==> src/rtl/xreq_pkg.sv <==
package xreq_pkg;
  localparam int unsigned BUS_W   = 64;
  localparam int unsigned SEL_LO  = 4;
  localparam int unsigned SEL_W   = 3;
  localparam int unsigned CMD_W   = 9;
  localparam int unsigned ERR_BIT = 5;

  typedef enum logic [1:0] {
    OP_IDLE  = 2'd0,
    OP_READ  = 2'd1,
    OP_WRITE = 2'd2
  } xreq_op_e;

  function automatic xreq_op_e classify(input logic vld, input logic wr);
    if (!vld)   return OP_IDLE;
    else if (wr) return OP_WRITE;
    else        return OP_READ;
  endfunction
endpackage

==> src/rtl/xreq_sel_decode.sv <==
module xreq_sel_decode #(
  parameter int unsigned ADDR_W = 64,
  parameter int unsigned SEL_LO = 4,
  parameter int unsigned SEL_W  = 3,
  localparam int unsigned N_TGT = 1 << SEL_W
) (
  input  logic [ADDR_W-1:0] addr,
  input  logic              wr_en,
  output logic [N_TGT-1:0]  tgt_wr
);
  logic [SEL_W-1:0] sel;
  assign sel = addr[SEL_LO +: SEL_W];

  for (genvar t = 0; t < N_TGT; t++) begin : g_tgt
    assign tgt_wr[t] = wr_en && (sel == SEL_W'(t));
  end

  always_comb begin
    // at most one slot is ever selected
    sel_onehot_chk: assert ($onehot0(tgt_wr));
  end
endmodule

==> src/rtl/xreq_irq_reg.sv <==
module xreq_irq_reg #(
  parameter int unsigned DATA_W = 64,
  parameter int unsigned IRQ_W  = 8
) (
  input  logic              clk,
  input  logic              rst,
  input  logic              ld,
  input  logic [DATA_W-1:0] wdata,
  output logic [IRQ_W-1:0]  irq_q
);
  always_ff @(posedge clk) begin
    if (rst)     irq_q <= '0;
    else if (ld) irq_q <= wdata[IRQ_W-1:0];
  end


  irq_load_chk: assert property (@(posedge clk) disable iff (rst)
    ld |=> irq_q == $past(wdata[IRQ_W-1:0]));

  irq_hold_chk: assert property (@(posedge clk) disable iff (rst)
    !ld |=> $stable(irq_q));
endmodule

==> src/rtl/xreq_rd_resp.sv <==
module xreq_rd_resp #(
  parameter int unsigned DATA_W  = 64,
  parameter int unsigned CMD_W   = 9,
  parameter int unsigned ERR_BIT = 5
) (
  input  logic              clk,
  input  logic              rst,
  input  logic              rd,
  output logic              rsp_vld,
  output logic [DATA_W-1:0] rsp_data,
  output logic [CMD_W-1:0]  rsp_id,
  output logic              rsp_err
);
  localparam logic [CMD_W-1:0] ERR_ID = CMD_W'(1) << ERR_BIT;

  always_ff @(posedge clk) begin
    if (rst) begin
      rsp_vld  <= 1'b0;
      rsp_data <= '0;
      rsp_id   <= '0;
      rsp_err  <= 1'b0;
    end else begin
      rsp_vld  <= rd;
      rsp_data <= '0;
      rsp_id   <= rd ? ERR_ID : '0;
      rsp_err  <= rd;
    end
  end


  rsp_follow_chk: assert property (@(posedge clk) disable iff (rst)
    rd |=> rsp_vld);

  rsp_quiet_chk: assert property (@(posedge clk) disable iff (rst)
    !rd |=> !rsp_vld);

  rsp_zero_chk: assert property (@(posedge clk) disable iff (rst)
    rsp_vld |-> rsp_data == '0);

  rsp_errflag_chk: assert property (@(posedge clk) disable iff (rst)
    rsp_vld |-> (rsp_err && $countones(rsp_id) == 1 && rsp_id[ERR_BIT]));
endmodule

==> src/rtl/xreq_decoder.sv <==
module xreq_decoder
  import xreq_pkg::*;
#(
  parameter int unsigned IRQ_W    = 8,
  parameter int unsigned IRQ_SLOT = 0
) (
  input  logic             clk,
  input  logic             rst,
  input  logic             req_vld,
  input  logic             req_wr,
  input  logic [BUS_W-1:0] req_addr,
  input  logic [BUS_W-1:0] req_wdata,
  output logic [IRQ_W-1:0] irq_out,
  output logic             rsp_vld,
  output logic [BUS_W-1:0] rsp_data,
  output logic [CMD_W-1:0] rsp_id,
  output logic             rsp_err
);
  localparam int unsigned N_TGT = 1 << SEL_W;

  xreq_op_e         op;
  logic [N_TGT-1:0] tgt_wr;

  assign op = classify(req_vld, req_wr);

  xreq_sel_decode #(.ADDR_W(BUS_W), .SEL_LO(SEL_LO), .SEL_W(SEL_W)) u_dec (
    .addr   (req_addr),
    .wr_en  (op == OP_WRITE),
    .tgt_wr (tgt_wr)
  );

  xreq_irq_reg #(.DATA_W(BUS_W), .IRQ_W(IRQ_W)) u_irq (
    .clk   (clk),
    .rst   (rst),
    .ld    (tgt_wr[IRQ_SLOT]),
    .wdata (req_wdata),
    .irq_q (irq_out)
  );

  xreq_rd_resp #(.DATA_W(BUS_W), .CMD_W(CMD_W), .ERR_BIT(ERR_BIT)) u_rsp (
    .clk      (clk),
    .rst      (rst),
    .rd       (op == OP_READ),
    .rsp_vld  (rsp_vld),
    .rsp_data (rsp_data),
    .rsp_id   (rsp_id),
    .rsp_err  (rsp_err)
  );


  rd_no_irq_chk: assert property (@(posedge clk) disable iff (rst)
    (req_vld && !req_wr) |=> $stable(irq_out));

  idle_quiet_chk: assert property (@(posedge clk) disable iff (rst)
    !req_vld |=> ($stable(irq_out) && !rsp_vld));
endmodule

==> config.mk <==
export PLATFORM = sky130hd
export DESIGN_NAME = xreq_decoder
export DESIGN_NICKNAME = d
export VERILOG_FILES = /design/src/rtl/xreq_pkg.sv /design/src/rtl/xreq_sel_decode.sv /design/src/rtl/xreq_irq_reg.sv /design/src/rtl/xreq_rd_resp.sv /design/src/rtl/xreq_decoder.sv
export SDC_FILE = /design/constraint.sdc
export NUM_CORES = 1
export LEC_CHECK = 0
export ABC_AREA = 1
export BUFFER_PORTS_ARGS = -buffer_cell sky130_fd_sc_hd__buf_2
export CAP_MARGIN = 20
export CORE_AREA = 5 5 81 83
export CTS_CLUSTER_DIAMETER = 120
export DETAILED_ROUTE_END_ITERATION = 10
export DIE_AREA = 0 0 86 88
export PLACE_DENSITY = 0.73
export SLEW_MARGIN = 20
export SYNTH_ARGS = -nofsm -noshare
export SYNTH_HDL_FRONTEND = slang
export SYNTH_SLANG_ARGS = --single-unit
==> constraint.sdc <==
create_clock -name clk -period 0.8 [get_ports clk]
set_input_delay 0.08 -clock clk [delete_from_list [all_inputs] [get_ports clk]]
set_output_delay 0.08 -clock clk [all_outputs]
set_load 0.02 [all_outputs]
; Word level (Yosys, flattened, before mapping)
; Cells that the tools add are included.
[word_totals]
register_bits = 18
romBits = 0
inputBits = 132
latchBits = 0
wordCells = 10
output_inout_bits = 83
n_memories = 0
mem_bits_rw = 0
[classes]
multipliers = 0
n_reduce_logical = 2
mux = 3
shifts = 0
div = 0
magnitude_cmp = 0
eq_ne = 2
bitwise = 0
addsub = 0
[op_table]
columns = op, count
row1 = $mux 6, 1
row2 = $mux 2, 2
row3 = $logic_not 3->1, 1
row4 = $eq 2x1->1 const B, 1
row5 = $eq 2x2->1 const B, 1
row6 = $logic_and 1x1->1, 1

; Longest topological paths before layout
; Gate-level depths: netlist of run 1.
[logic_depth]
depth_word = 4
mapped_depth = 6

; By module
; From an unflattened synthesis of run 1, not the netlist that was laid out.
[hier_totals]
cells_unflattened = 150
area_unflattened_um2 = 1012.2
[modules_own_cells]
columns = mod, n_inst, area_each_um2, seq_area_each_um2, cells_per_inst
row1 = xreq_rd_resp, 1, 589.3, 20.0, 78
row2 = xreq_irq_reg, 1, 341.6, 160.2, 51
row3 = xreq_sel_decode, 1, 63.8, 0.0, 17
row4 = xreq_decoder, 1, 17.5, 0.0, 4

; Worst setup path before layout of run 1
; Ideal clock, no wire load.
[synth_timing]
path_kind = input port to flip-flop
startpoint = input req_addr[5]
endpoint = register u_irq.irq_q[0]
path_stages = 5
setup_time_ps = 115
path_slack_ps = 90
arrival_ps = 595
required_ps = 685
path_cell_list = nor2_2 buf_6 nand3_1 nand2_1 nor2_1
[synth_via]
elab_chain_cells = 2
[synth_lines]
columns = item, line
row1 = "start, declared", xreq_decoder.sv:11  ; input logic [BUS_W-1:0] req_addr,
row2 = $logic_not 3->1, xreq_sel_decode.sv:15  ; assign tgt_wr[t] = wr_en && (sel == SEL_W'(t));
row3 = $logic_and 1x1->1, xreq_sel_decode.sv:15
row4 = "end signal, assigned", xreq_irq_reg.sv:13  ; else if (ld) irq_q <= wdata[IRQ_W-1:0];
row5 = "end, declared", xreq_irq_reg.sv:9  ; output logic [IRQ_W-1:0] irq_q
; No other way between the ends.
; A chain may end at the register's enable or synchronous reset.

==> results.ini, run 1 <==
[setup_path]
r2r-start = u_irq.irq_q[0]
rr_worst_depth = 2
endpoint = rsp_err
cp_slowest_cell = dfxtp_2
cp_top_family = flip-flops
worstReg2RegEnd = u_irq.irq_q[0]
r2r_setup_slack_ps = 210
required_ps = 720
worstPathArrival_ps = 710
start_kind = register
cp-startpoint = u_rsp.rsp_id[5]
cp.depth = 1
slowest_delay_ps = 340
cp_cell_sequence = buf_4
critical_path_class = register to primary output
crit_path_max_fanout = 3
critPathBufInv = 1
end_kind = primary output

[final_layout]
nFillCells = 661
mostFrequentLayoutCells = 72 x conb_1, 14 x buf_2, 9 x nand2_1, 9 x nor2_1
stdcell_count = 232
final_area_mm2 = 0.001008
diodes = 0
area_growth_pct = 4.269
drive_above_1_share = 0.2675
nets = 290
final_common_cell = conb_1

[job]
drv_cap = 0

[placement]
dp.cells = 228
io_buffers = 25
dp_hpwl_mm = 1.731
preCtsSetupSlack_ps = -115.2
gp_congestion = 0.7185
place_area_um2 = 894.6

[floorplanning]
die_h_um = 88
die-width_um = 86
dieArea_mm2 = 0.007568
ioPinCount = 215
coreArea_mm2 = 0.005781
fp-row-count = 28
initial_core_util = 0.1673

[timing]
finClkSkew_ps = 0
fin_tns_setup_ps = 0
rsz0062_at_grt = yes
drv_slew = 0
hold_viol = 0
fin_crit_ps = 791.5
finalSetupViolCount = 0
fmax_ghz = 1.263
post-route-period-util = 0.9894
setup_slack_ps = 8.519

[yosys]
yosys_register_bits = 9
synth_cells = 132
yosysSeqAreaShare = 0.1863
post_synth_fa_ha_maj_area_fraction = 0
synth_cell_types = 14
synth.cell_area_um2 = 967.2
synthMuxAreaShare = 0
yosysWarnings = 0
netlist_top_cells_area = buf_4 57%, dfxtp_1 19%, a21oi_1 4.1%, nand3_1 4.1%, nand2_1 3.5%
synth_compound_area_frac = 0.04140
synth-xor-area-share = 0
synth_top_area_cell = buf_4
synth_top_family_by_area = buffers and inverters
synth_top_cell_area_share = 0.5744
post_synth_and_or_nand_nor_area_fraction = 0.1358
post_synth.cell_area_avg_um2 = 7.327

[drt]
ant_nets = 0
drc = 0
routed_via_density = 2.797
dr.first_iter.drc_count = 5
wirelength_mm = 1.961
drtPass1Iterations = 2
routedWlPerCell_um = 8.453
dr_total_vias = 649

[global_routing]
antenna_found_initial = 0
grt_pass1_vias = 605
grt_pass1_wl_mm = 2.697
grt_max_degree = 17
grt_overflow = 0
track_usage = 0.04716

[power]
seq_power_share = 0.321
p_total_mw = 1.464
power.share.clock = 0.355
switchingPower_mw = 0.5836
p_comb_frac = 0.324
power_leakage_nw = 0.5621
swShare = 0.3987
p_per_area_mw_per_mm2 = 1451
p_int_mw = 0.8800
peakVddDrop_mv = 0.5155

[clock_network]
clkSinkCount = 9
path_clk_slew_ps = 40
worstSkewPairLatency_ps = 230
numCtsBuffers = 3
htree_num_levels = 1
clockBufferDepth = 2
cts_tree = done
cts_root_buffer = clkbuf_8

[run_status]
outcome = completed

[worst_hold_path]
hold_path_class = primary input to register

==> kinds of logic (layout without fill, tap and decap cells) <==
family          count (synthesis)  after routing
compound gates                  8              8
buf+inv                        85             39
flops                           9              9
other cells                     1             72
simple gates                   29             29
==> synthesized netlist by cell type <==
master	instances
nand3_1	8
inv_1	5
nand2_1	9
inv_2	1
nand2_2	1
buf_4	74
clkinv_1	3
conb_1	1
nor2_4	1
dfxtp_1	9
a21oi_1	8
nor2_1	9
buf_6	2
nor2_2	1
==> final cells by class <==
type	count	area (µm²)	area share
Multi-Input combinational cell	109	441.7	0.4380
Timing Repair Buffer	26	202.7	0.2010
Sequential cell	9	190.2	0.1886
Tap cell	75	93.84	0.09305
Clock buffer	3	41.29	0.04094
Inverter	9	33.78	0.03350
Clock inverter	1	5.005	0.004963
==> power by group through the flow <==
stage	clock network, mW	logic (mW)	registers [mW]
2_1_floorplan	0	0.639	0.488
3_3_place_gp	0	0.446	0.473
3_5_place_dp	0	0.451	0.474
4_1_cts	0.544	0.461	0.468
5_1_grt	0.563	0.516	0.471
6_report	0.519	0.474	0.470
==> metrics by stage <==
step                      hold WS [ps]  utilization
after global routing             37.20       0.1745
after detailed placement         273.3       0.1548
after floorplan                  151.6            -
final                            31.97       0.1745
after global placement           263.7       0.1548
after CTS                        24.79       0.1699
==> timing repair <==
action,4_1_cts,5_1_grt
resized for setup,16,11
endpoints found under the hold margin,0,0
buffers inserted,0,0
setup endpoints to repair,11,9
hold buffers,0,0
==> registers in the layout, indices dropped and copies added (netlist names) <==
| signal | flops |
|---|---|
| u_rsp.rsp_id | 1 |
| u_irq.irq_q | 8 |
==> per-layer routing <==
layer | share of wire | up-vias | wire length [µm] | global-route usage
met5 | 0 | - | 0 | 0
met4 | 0.0025 | 0 | 5 | 0.008633
met3 | 0.26 | 2 | 516 | 0.04233
met2 | 0.37 | 81 | 722 | 0.07148
met1 | 0.37 | 263 | 716 | 0.04967
li1 | - | 303 | - | -
==> how the worst min path moves through the flow <==
stage / startpoint / endpoint / slack (ps) / cells after the start
floorplan: req_wr / u_rsp.rsp_id[5] / 150 / 1
global placement: req_wr / u_rsp.rsp_id[5] / 260 / 2
finish: req_wr / u_rsp.rsp_id[5] / 30 / 2
CTS: req_wr / u_rsp.rsp_id[5] / 20 / 2
detailed placement: req_wr / u_rsp.rsp_id[5] / 270 / 2
global route: req_wr / u_rsp.rsp_id[5] / 40 / 2
No activity file was read; power rests on OpenSTA's default activity.
==> run 2: changes to the inputs <==
--- a/config.mk
+++ b/config.mk
@@ -14,4 +14,5 @@
 export DIE_AREA = 0 0 86 88
 export PLACE_DENSITY = 0.73
+export SETUP_SLACK_MARGIN = 0.3
 export SLEW_MARGIN = 20
 export SYNTH_ARGS = -nofsm -noshare
==> constraint.sdc (replaced) <==
create_clock -name clk -period 0.8 [get_ports clk]
set_input_delay 0.08 -clock clk [delete_from_list [all_inputs] [get_ports clk]]
set_output_delay 0.08 -clock clk [all_outputs]
set_load 0.1 [all_outputs]
==> run 2 against run 1 <==
The flow now finishes with violations (negative setup slack). Critical endpoint unchanged. Largest power group is now combinational cells. Setup slack worse by 94 ps. Power rose by 90%. Largest cell class unchanged. Design area up 27%. Core utilization is 4.8 points higher. Register-to-register slack worse by 120 ps. Highest routed layer unchanged. Die area stayed put. Sequential share of layout area shrank 2.2 points. Critical path depth unchanged.
==> results.ini, run 2 (same netlist as run 1, synthesis figures left out) <==
[run_status]
outcome = finished, violations left  ; was completed
violations = negative setup slack

[timing]
fin_crit_ps = 885.6  ; was 791.5 ps
setup_slack_ps = -85.55  ; was 8.519 ps
drv_slew = 0  ; unchanged
fin_tns_setup_ps = -571.1  ; was 0 ps
fmax_ghz = 1.129  ; was 1.263 GHz
post-route-period-util = 1.107  ; was 0.9894
finClkSkew_ps = 0  ; unchanged
finalSetupViolCount = 11  ; was 0
hold_viol = 0  ; unchanged
rsz0062_at_grt = yes  ; unchanged

[setup_path]
end_kind = primary output  ; unchanged
critical_path_class = register to primary output  ; unchanged
cp_cell_sequence = buf_12  ; was buf_4
r2r-start = u_irq.irq_q[4]  ; was u_irq.irq_q[0]
cp_top_family = flip-flops  ; unchanged
crit_path_max_fanout = 3  ; unchanged
worstReg2RegEnd = u_irq.irq_q[4]  ; was u_irq.irq_q[0]
required_ps = 720  ; about the same
cp.depth = 1  ; unchanged
cp-startpoint = u_rsp.rsp_id[5]  ; unchanged
r2r_setup_slack_ps = 90  ; was 210 ps
rr_worst_depth = 3  ; was 2
worstPathArrival_ps = 810  ; was 710 ps
start_kind = register  ; unchanged
endpoint = rsp_err  ; unchanged
critPathBufInv = 1  ; unchanged
slowest_delay_ps = 390  ; was 340 ps
cp_slowest_cell = dfxtp_4  ; was dfxtp_2

[drt]
dr_total_vias = 694  ; was 649
dr.first_iter.drc_count = 12  ; was 5
drtPass1Iterations = 4  ; was 2
drc = 0  ; unchanged
routedWlPerCell_um = 7.963  ; was 8.453 µm
ant_nets = 0  ; unchanged
wirelength_mm = 1.919  ; was 1.961 mm
routed_via_density = 2.880  ; was 2.797

[final_layout]
area_growth_pct = 32.73  ; was 4.269%
diodes = 0  ; unchanged
final_common_cell = conb_1  ; unchanged
post-route-util = 0.2221  ; was 0.1745
drive_above_1_share = 0.3554  ; was 0.2675
mostFrequentLayoutCells = 72 x conb_1, 14 x buf_2, 13 x buf_12  ; was 72 x conb_1, 14 x buf_2, 9 x nand2_1, 9 x nor2_1
largest_register_ffs = 8  ; unchanged
reg.largest.list = u_irq.irq_q x8, u_rsp.rsp_id x1  ; unchanged
nFillCells = 641  ; was 661
top_register = u_irq.irq_q  ; unchanged
multiInputGateArea_um2 = 476.7  ; was 441.7 µm²
nets = 299  ; was 290
regArea_um2 = 214.0  ; was 190.2 µm²

[placement]
preCtsSetupSlack_ps = 10.49  ; was -115.2 ps
io_buffers = 25  ; unchanged
gp_congestion = 0.7157  ; was 0.7185
dp_hpwl_mm = 1.565  ; was 1.731 mm

[power]
peakVddDrop_mv = 0.5297  ; was 0.5155 mV
power_leakage_nw = 0.6578  ; was 0.5621 nW
p_total_mw = 2.775  ; was 1.464 mW
p_per_area_mw_per_mm2 = 2161  ; was 1451 mW/mm²

[floorplanning]
die_h_um = 88  ; unchanged
fp-row-count = 28  ; unchanged
initial_core_util = 0.1673  ; unchanged
ioPinCount = 215  ; unchanged
die-width_um = 86  ; unchanged
dieArea_mm2 = 0.007568  ; unchanged
coreArea_mm2 = 0.005781  ; unchanged

[global_routing]
antenna_found_initial = 0  ; unchanged
track_usage = 0.04364  ; was 0.04716
grt_pass1_wl_mm = 2.608  ; was 2.697 mm
grt_overflow = 0  ; unchanged
grt_max_degree = 17  ; unchanged
grt_pass1_vias = 614  ; was 605

[job]
drv_cap = 0  ; unchanged

[clock_network]
clockBufferDepth = 2  ; unchanged
path_clk_slew_ps = 40  ; about the same
htree_num_levels = 1  ; unchanged
clkSinkCount = 9  ; unchanged
numCtsBuffers = 3  ; unchanged
worstSkewPairLatency_ps = 230  ; about the same
cts_tree = done  ; unchanged
ctsHoldBuffers = 0  ; unchanged
cts_root_buffer = clkbuf_8  ; unchanged

[worst_hold_path]
hold_path_class = primary input to register  ; unchanged

## run 2: changes by cell type in the layout (fill, tap and decap cells not counted), moves of 3 or more
cell     before  now
a21oi_2       0    8
dfxtp_4       0    9
a21oi_1       8    0
buf_12        1   13
buf_4         3    0
dfxtp_2       8    0
## run 2: stage by stage
stage | cell area [µm²] | std cells | hold WS (ps)
final | 1284 | 241 | 21.07
after global routing | 1284 | 241 | 29.68
after CTS | 1284 | 241 | 21.03
after detailed placement | 1149 | 229 | 261.8
after global placement | 1149 | 229 | 257.7
after floorplan | 1328 | 203 | 142.0
## run 2: layer usage
| layer | up-vias | share of wire | track usage |
|---|---|---|---|
| li1 | 321 | - | - |
| met1 | 288 | 0.34 | 0.05184 |
| met2 | 82 | 0.43 | 0.07008 |
| met3 | 3 | 0.22 | 0.01505 |
| met4 | 0 | 0.014 | 0.02158 |
| met5 | - | 0 | 0 |
## run 2: worst min path at each step
stage,from,to,slack (ps),cells after the start
2_1_floorplan,req_wr,u_rsp.rsp_id[5],140,1
3_3_place_gp,req_wr,u_rsp.rsp_id[5],260,2
3_5_place_dp,req_wr,u_rsp.rsp_id[5],260,2
4_1_cts,req_wr,u_rsp.rsp_id[5],20,2
5_1_grt,req_wr,u_rsp.rsp_id[5],30,2
6_report,req_wr,u_rsp.rsp_id[5],20,2
## run 2: report_power, final
| part | internal (mW) | switching (mW) |
|---|---|---|
| registers | 0.439 | 0.0156 |
| logic | 0.135 | 1.66 |
| clock network | 0.347 | 0.176 |
## run 2: repair_timing
action,CTS,global route
gates resized for setup,8,0
endpoints found under the setup margin,19,19
pin swaps,7,7
setup buffers,8,0
## run 2: final cells by class
cell class	count	area share
multi-input combinational	109	0.3713
timing repair buffer	35	0.3275
sequential	9	0.1667
tap	75	0.07310
clock buffer	4	0.03509
inverter	9	0.02632
==> run 3: changes to the inputs <==
REMOVE_ABC_BUFFERS = 1   (was unset)
SKIP_CTS_REPAIR_TIMING = 1   (was unset)
==> run 3 against run 2 <==
Die area unchanged. The flow still finishes with violations (negative setup slack). Sequential power increased by 3%. Core utilization decreased by 1.0 points. Largest power group unchanged. Clock power increased by 2%. Final cell count decreased by 2.9%. First-iteration DRC count increased by 17%.
==> results.ini, run 3 (same netlist as run 1, synthesis figures left out) <==
[setup_path]
cp_slowest_cell = dfxtp_4  ; unchanged
crit_path_max_fanout = 3  ; unchanged
end_kind = primary output  ; unchanged
start_kind = register  ; unchanged
r2r-start = u_irq.irq_q[5]  ; was u_irq.irq_q[4]
cp_cell_sequence = buf_12  ; unchanged
r2r_setup_slack_ps = 200  ; was 90 ps
worstReg2RegEnd = u_irq.irq_q[5]  ; was u_irq.irq_q[4]
required_ps = 720  ; about the same
worstPathArrival_ps = 800  ; was 810 ps
cp_top_family = flip-flops  ; unchanged
endpoint = rsp_err  ; unchanged
slowest_delay_ps = 390  ; about the same
critPathBufInv = 1  ; unchanged
cp.depth = 1  ; unchanged
rr_worst_depth = 2  ; was 3
critical_path_class = register to primary output  ; unchanged
cp-startpoint = u_rsp.rsp_id[5]  ; unchanged

[drt]
wirelength_mm = 2.111  ; was 1.919 mm
ant_nets = 0  ; unchanged
dr_total_vias = 644  ; was 694
drc = 0  ; unchanged
routedWlPerCell_um = 9.021  ; was 7.963 µm
dr.first_iter.drc_count = 14  ; was 12
drtPass1Iterations = 3  ; was 4
routed_via_density = 2.752  ; was 2.880

[run_status]
violations = negative setup slack  ; unchanged
outcome = finished, violations left  ; unchanged

[clock_network]
numCtsBuffers = 3  ; unchanged
clkSinkCount = 9  ; unchanged
path_clk_slew_ps = 40  ; about the same
cts_root_buffer = clkbuf_8  ; unchanged
clockBufferDepth = 2  ; unchanged
cts_tree = done  ; unchanged
htree_num_levels = 1  ; unchanged
worstSkewPairLatency_ps = 230  ; about the same

[global_routing]
globalRouteMet3Util = 0.02446  ; was 0.01505
grt_busiest_layer = met2  ; unchanged
grt.met1_usage = 0.05751  ; was 0.05184
use_met2 = 0.07078  ; was 0.07008
grt_pass1_wl_mm = 2.711  ; was 2.608 mm
grt_overflow = 0  ; unchanged
grt_max_degree = 17  ; unchanged
antenna_found_initial = 0  ; unchanged
track_usage = 0.04717  ; was 0.04364
grt_pass1_vias = 571  ; was 614

[timing]
fin_crit_ps = 881.6  ; was 885.6 ps
rsz0062_at_grt = yes  ; unchanged
drv_slew = 0  ; unchanged
fin_tns_setup_ps = -580.0  ; was -571.1 ps
setup_slack_ps = -81.62  ; was -85.55 ps
finalSetupViolCount = 11  ; unchanged
finClkSkew_ps = 0  ; unchanged
hold_viol = 0  ; unchanged
fmax_ghz = 1.134  ; was 1.129 GHz
post-route-period-util = 1.102  ; was 1.107

[placement]
dp.cells = 229  ; unchanged
gp_congestion = 0.6769  ; was 0.7157
dp_hpwl_mm = 1.651  ; was 1.565 mm
io_buffers = 25  ; unchanged
preCtsSetupSlack_ps = 22.11  ; was 10.49 ps

[final_layout]
diodes = 0  ; unchanged
nets = 292  ; was 299
stdcell_count = 234  ; was 241
largest_register_ffs = 8  ; unchanged
drive_above_1_share = 0.3333  ; was 0.3554
mostFrequentLayoutCells = 72 x conb_1, 13 x buf_12, 12 x buf_2, 9 x nand2_1, 9 x nor2_1  ; was 72 x conb_1, 14 x buf_2, 13 x buf_12
area_growth_pct = 26.52  ; was 32.73%
top_register = u_irq.irq_q  ; unchanged
reg.largest.list = u_irq.irq_q x8, u_rsp.rsp_id x1  ; unchanged
post-route-util = 0.2117  ; was 0.2221
final_common_cell = conb_1  ; unchanged

[job]
drv_cap = 0  ; unchanged

[floorplanning]
die-width_um = 86  ; unchanged
die_h_um = 88  ; unchanged
initial_core_util = 0.1673  ; unchanged
coreArea_mm2 = 0.005781  ; unchanged
ioPinCount = 215  ; unchanged
dieArea_mm2 = 0.007568  ; unchanged
fp-row-count = 28  ; unchanged

[power]
peakVddDrop_mv = 0.6708  ; was 0.5297 mV
power_leakage_nw = 0.6234  ; was 0.6578 nW
p_per_area_mw_per_mm2 = 2288  ; was 2161 mW/mm²
p_total_mw = 2.800  ; was 2.775 mW

[worst_hold_path]
hold_path_class = primary input to register  ; unchanged

run 3: cell count changes in the layout (fill, tap and decap cells not counted):
cell / before / now
nor2_4: 2 / 1
nand3_2: 0 / 1
nand2_4: 0 / 1
nand3_1: 8 / 7
nand2_2: 1 / 0
buf_6: 8 / 2
dfxtp_4: 9 / 4
buf_2: 14 / 12
clkbuf_16: 0 / 1
dfxtp_2: 0 / 5
nor2_2: 0 / 1
run 3: report_power, final:
group	total [mW]	switching, mW	internal (mW)
Sequential	0.468	0.0154	0.452
Combinational	1.80	1.66	0.135
Clock	0.534	0.186	0.348
Total	2.80	1.86	0.935
run 3: per-layer routing:
layer | part of all wire | vias up
li1 | - | 311
met3 | 0.15 | 0
met4 | 0 | 0
met2 | 0.43 | 64
met1 | 0.42 | 269
met5 | 0 | -
run 3: final cells by class:
class                           instances  area (µm²)
Clock buffer                            4       45.04
Fill cell                             659        4557
Inverter                                9       33.78
Multi-Input combinational cell        109       481.7
Sequential cell                         9       201.4
Tap cell                               75       93.84
Timing Repair Buffer                   28       367.9
run 3: worst min-delay path by stage:
stage | from | endpoint | slack (ps) | cells past startpoint
floorplan | req_wr | u_rsp.rsp_id[5] | 150 | 1
CTS | req_wr | u_rsp.rsp_id[5] | 30 | 2
finish | req_wr | u_rsp.rsp_id[5] | 2 | 2
global placement | req_wr | u_rsp.rsp_id[5] | 270 | 2
detailed placement | req_wr | u_rsp.rsp_id[5] | 270 | 2
global route | req_wr | u_rsp.rsp_id[5] | -10 | 2
run 3: per-stage QoR:
step | area, µm² | hold slack, ps
after global placement | 1080 | 268.1
after CTS | 1125 | 25.98
final | 1224 | 1.932
after detailed placement | 1080 | 272.0
after floorplan | 655.6 | 151.6
after global routing | 1224 | -9.947
